==> src/rtl/redund_ctrl.sv <==
module redund_ctrl #(
  parameter int W = 8,
  parameter int SETTLE = 2
) (
  input  logic           clk,
  input  logic           rst_n,
  input  logic [W-1:0]   u1_res,
  input  logic [W-1:0]   u2_res,
  input  logic [W-1:0]   u3_res,
  input  logic [W-1:0]   vote_word,
  input  logic [2:0]     vote_rpt,
  input  logic           cmd_valid,
  input  logic [2:0]     cmd_code,
  output logic [2:0]     unit_en,
  output logic           cmp_en,
  output logic           vote_en,
  output logic [1:0]     sel,
  output logic [W-1:0]   y,
  output logic [3*W-1:0] mism_bits,
  output logic [5:0]     status
);
  localparam int CW = $clog2(SETTLE + 1);
  localparam logic [1:0] M_DUP = 2'b00, M_SET = 2'b01, M_TMR = 2'b10, M_SIM = 2'b11;

  logic [1:0]    mode_q;
  logic [1:0]    sel_q;
  logic [CW-1:0] cnt_q;
  logic [2:0]    fault_q;

  wire cmd_dup = cmd_valid && (cmd_code == 3'b000);
  wire cmd_sim = cmd_valid && cmd_code[2];
  wire pair_diff = (u1_res != u2_res);
  wire single_rpt = (vote_rpt == 3'b001) || (vote_rpt == 3'b010) || (vote_rpt == 3'b100);

  always_ff @(posedge clk or negedge rst_n) begin
    if (!rst_n) begin
      mode_q  <= M_DUP;
      sel_q   <= 2'b00;
      cnt_q   <= '0;
      fault_q <= 3'b000;
    end else begin
      if (mode_q == M_TMR && single_rpt)
        fault_q <= fault_q | vote_rpt;
      if (cmd_dup) begin
        mode_q <= M_DUP;
        sel_q  <= 2'b00;
      end else if (cmd_sim) begin
        mode_q <= M_SIM;
        sel_q  <= cmd_code[1:0];
      end else begin
        case (mode_q)
          M_DUP: if (pair_diff) begin
            mode_q <= M_SET;
            cnt_q  <= '0;
          end
          M_SET: if (cnt_q == CW'(SETTLE - 1)) begin
            mode_q <= M_TMR;
            sel_q  <= 2'b11;
          end else begin
            cnt_q <= cnt_q + 1'b1;
          end
          default: ;
        endcase
      end
    end
  end

  always_comb begin
    case (mode_q)
      M_DUP:   unit_en = 3'b011;
      M_SIM:   unit_en = (sel_q == 2'b11) ? 3'b111 : (3'b001 << sel_q);
      default: unit_en = 3'b111;
    endcase
  end

  assign cmp_en  = (mode_q == M_DUP);
  assign vote_en = (mode_q == M_SET) || (mode_q == M_TMR) || (mode_q == M_SIM && sel_q == 2'b11);
  assign sel     = sel_q;
  assign status  = {fault_q, mode_q == M_SET, mode_q};

  always_comb begin
    case (sel_q)
      2'b00:   y = u1_res;
      2'b01:   y = u2_res;
      2'b10:   y = u3_res;
      default: y = vote_word;
    endcase
  end

  assign mism_bits = cmp_en ? {u1_res ^ u3_res, u2_res ^ u3_res, u1_res ^ u2_res} : '0;

  assert_enter_tmr_R3: assert property (@(posedge clk) disable iff (!rst_n)
    (mode_q == M_DUP && pair_diff && !cmd_valid) |=> (vote_en && unit_en == 3'b111 && status[2]));

  assert_spare_ignored_R11: assert property (@(posedge clk) disable iff (!rst_n)
    (mode_q == M_DUP && !pair_diff && !cmd_valid) |=> (mode_q == M_DUP && cmp_en));

  assert_tmr_after_settle_R4: assert property (@(posedge clk) disable iff (!rst_n)
    (mode_q == M_TMR && !$stable(mode_q) && !$past(cmd_valid)) |-> ($past(mode_q) == M_SET && sel == 2'b11));

  assert_fault_sticky_R6: assert property (@(posedge clk) disable iff (!rst_n)
    $past(rst_n) |-> ((fault_q & $past(fault_q)) == $past(fault_q)));

  assert_cmd_select_R7: assert property (@(posedge clk) disable iff (!rst_n)
    (cmd_valid && cmd_code[2]) |=> (sel == $past(cmd_code[1:0]) && !cmp_en));

  assert_cmd_priority_R10: assert property (@(posedge clk) disable iff (!rst_n)
    (mode_q == M_DUP && pair_diff && cmd_valid && cmd_code == 3'b000) |=> (mode_q == M_DUP));
endmodule

==> config.mk <==
export PLATFORM = sky130hd
export DESIGN_NAME = redund_ctrl
export DESIGN_NICKNAME = d
export VERILOG_FILES = /design/src/rtl/redund_ctrl.sv
export SDC_FILE = /design/constraint.sdc
export NUM_CORES = 1
export LEC_CHECK = 0
export BUFFER_PORTS_ARGS = -buffer_cell sky130_fd_sc_hd__buf_2
export CAP_MARGIN = 25
export CELL_PAD_IN_SITES_DETAIL_PLACEMENT = 0
export CELL_PAD_IN_SITES_GLOBAL_PLACEMENT = 1
export CORE_MARGIN = 2
export CORE_UTILIZATION = 29
export CTS_CLUSTER_DIAMETER = 60
export DETAILED_ROUTE_END_ITERATION = 8
export GPL_ROUTABILITY_DRIVEN = 0
export PLACE_DENSITY_LB_ADDON = 0.08
export SLEW_MARGIN = 25
export SYNTH_ARGS = -nofsm -noshare
export SYNTH_HDL_FRONTEND = slang
export SYNTH_SLANG_ARGS = --single-unit
==> constraint.sdc <==
create_clock -name clk -period 4.15 [get_ports clk]
set_input_delay 0.83 -clock clk [delete_from_list [all_inputs] [get_ports clk]]
set_output_delay 0.83 -clock clk [all_outputs]
set_load 0.05 [all_outputs]
==> results.yml <==
setup_path:
  worstSetupStartpointType: "flop"
  critPathMaxFanout: 9
  worst_ep_required_time_ns: 3.32
  arrival_ns: 1.90
  ff2ff_path_depth: 7
  worstSetupPathType: "reg2out"
  worstSetupEndpointType: "output pin"
placed_design:
  dp_hpwl_um: 3110
  place_area_um2: 1650
  port_buffers: 85
yosys:
  syn_area_per_cell_um2: 8.12
  async_flop_share: 1.00
  syn-cell-area_um2: 1190
  synthFlopType: "dfrtp_1"
  synthCells: 146
  ys_types: 30
  synth_edf_count: 0
  yosysTopAreaCellShare: 0.190
  ys_warn_count: 0
  synth_area_leaders: "dfrtp_1, xnor2_1, ha_1, a222oi_1, mux2i_1"
  yosys.area.top_type: "dfrtp_1"
  seq_area_frac_synth: 0.190
  syn_nets: 197
  synth_seq_cells: 9
clock_network:
  clk_latency_ns: 0.23
  cts_made_buffers: 3
  cts_resized: 0
  cts_setup_buffers: 0
  cts_hold_buffers: 0
  tritoncts: "built"
  clk_pin_slew_worst_paths_ns: 0.05
  cts_max_path_buffers: 2
  htree_num_levels: 1
  clock_sinks: 9
  root_buffer: "clkbuf_8"
outcome:
  outcome: "finished, final reports clean"
final_layout:
  multi_input_comb_area_um2: 871
  regArea_um2: 225
  nFillCells: 430
  area_growth_syn_to_layout_pct: 43.0
  final_layout_size_suffix_gt1_frac: 0.424
  diodes: 0
  layout_common_cells: "buf_2, nor2_1, inv_1, xnor2_1, ha_1"
  layout_commonest_cell: "buf_2"
  nNetsFinal: 281
  post-route-util: 0.427
  finish.instance_area_um2: 1700
floorplanning:
  die_w_um: 68.0
  die-area_um2: 4620
  ios: 86
  rows: 23
  die_h_um: 68.0
  coreArea_um2: 3970
  start_util: 0.299
routing:
  routed_wl_um: 3730
  drcViolationCount: 0
  viasPerCell: 4.76
  vias: 1329
  ant_nets: 0
  routedWlPerCell_um: 13.4
  drtIter0Drc: 64
  drt_pre_antenna_iters: 5
global_routing:
  overflow: 0
  antenna_found_initial: 0
  grt_start_max_net_pins: 18
  grt_util_all_layers: 0.159
  grt_pass1_wl_um: 5620
  grt_pass1_vias: 1271
timing:
  hold_viol: 0
  fin_setup_tns_ns: 0
  relSlewSlack: 0.596
  rsz0062_at_grt: "false"
  worstMarginPinSlew_ns: 0.606
  finalCritPeriodShare: 0.657
  slew_violations: 0
  min_period_ns: 2.73
  clock_skew_ns: 0.00550
  final-setup-viol-count: 0
  fmaxAchievable_ghz: 0.367
power_and_ir_drop:
  powerDensity_nw_per_um2: 860
  p_leak_nw: 0.930
  vdd_drop_max_mv: 0.659
worst_hold_path:
  min_path_type: "in2async"
flow_run:
  cap_viol_max_count: 0
-- cells by family (layout without fill, tap and decap cells) --
group,count (synthesis),count (layout),synth area share
muxes,9,9,0.0802
xor gates and xnor gates,24,24,0.177
and+or+nand+nor,45,45,0.195
DFF,9,9,0.190
AOI/OAI and AO/OA,25,25,0.176
adders and majority gates,10,10,0.105
buffers and inverters,24,107,0.0759
-- routing by layer --
metal,part of all wire,global-route usage
met1,0.42,0.197
met2,0.48,0.275
met3,0.088,0.0395
met4,0.013,0.0350
met5,0,0
-- metrics by stage --
stage                     hold slack, ns  std cells  setup WS [ns]  power, mW
after floorplan                    0.458        146           1.00       1.09
after global placement             0.454        275           1.56       1.35
after detailed placement           0.455        275           1.46       1.37
after CTS                          0.451        279           1.41       1.47
after global routing               0.453        279           1.27       1.54
final                              0.441        279           1.42       1.46
-- state kept, by name, summed over array words and instances, names as in the netlist --
register,flops
fault_q,3
sel,2
mode_q,2
cnt_q,2
-- layout make-up --
type	count	share of cell area
Inverter	18	0.0398
Tap cell	50	0.0369
Multi-Input combinational cell	113	0.513
Sequential cell	9	0.133
Clock buffer	4	0.0265
Timing Repair Buffer	85	0.251
-- worst paths after layout --
path | from | to | slack (ns)
hold / removal | rst_n | mode_q[0]$_DFFE_PN0P_ | 0.44
setup reg to reg | mode_q[1]$_DFFE_PN0P_ | mode_q[1]$_DFFE_PN0P_ | 1.45
min in group clk | fault_q[0]$_DFFE_PN0P_ | fault_q[0]$_DFFE_PN0P_ | 0.46
max in group asynchronous | rst_n | cnt_q[0]$_DFFE_PN0P_ | 3.52
setup / recovery | sel[0]$_DFFE_PN0P_ | y[7] | 1.42
hold reg to reg | fault_q[0]$_DFFE_PN0P_ | fault_q[0]$_DFFE_PN0P_ | 0.46
-- critical path: stages (launching register included) --
cell      delay, ns
dfrtp_1        0.44
inv_1          0.11
ha_1           0.35
a222oi_1       0.42
mux2i_1        0.12
buf_2          0.23
-- cell usage after synthesis (2+ instances only) --
master	count
nor2_1	20
inv_1	17
xnor2_1	16
ha_1	10
dfrtp_1	9
a222oi_1	8
and2_1	8
mux2i_1	8
xor2_1	8
nand2_1	7
clkbuf_1	6
o21ai_0	4
a21oi_1	3
a31o_2	2
nor2b_1	2
nor3_1	2
nor3b_1	2
o31ai_1	2
-- where the power goes --
group	switching, mW	internal [mW]	leakage [nW]
Combinational	0.902	0.298	0.805
Sequential	0.0339	0.125	0.102
Clock	0.0338	0.0669	0.0228
Total	0.970	0.490	0.930
No activity file was read; power rests on OpenSTA's default activity.
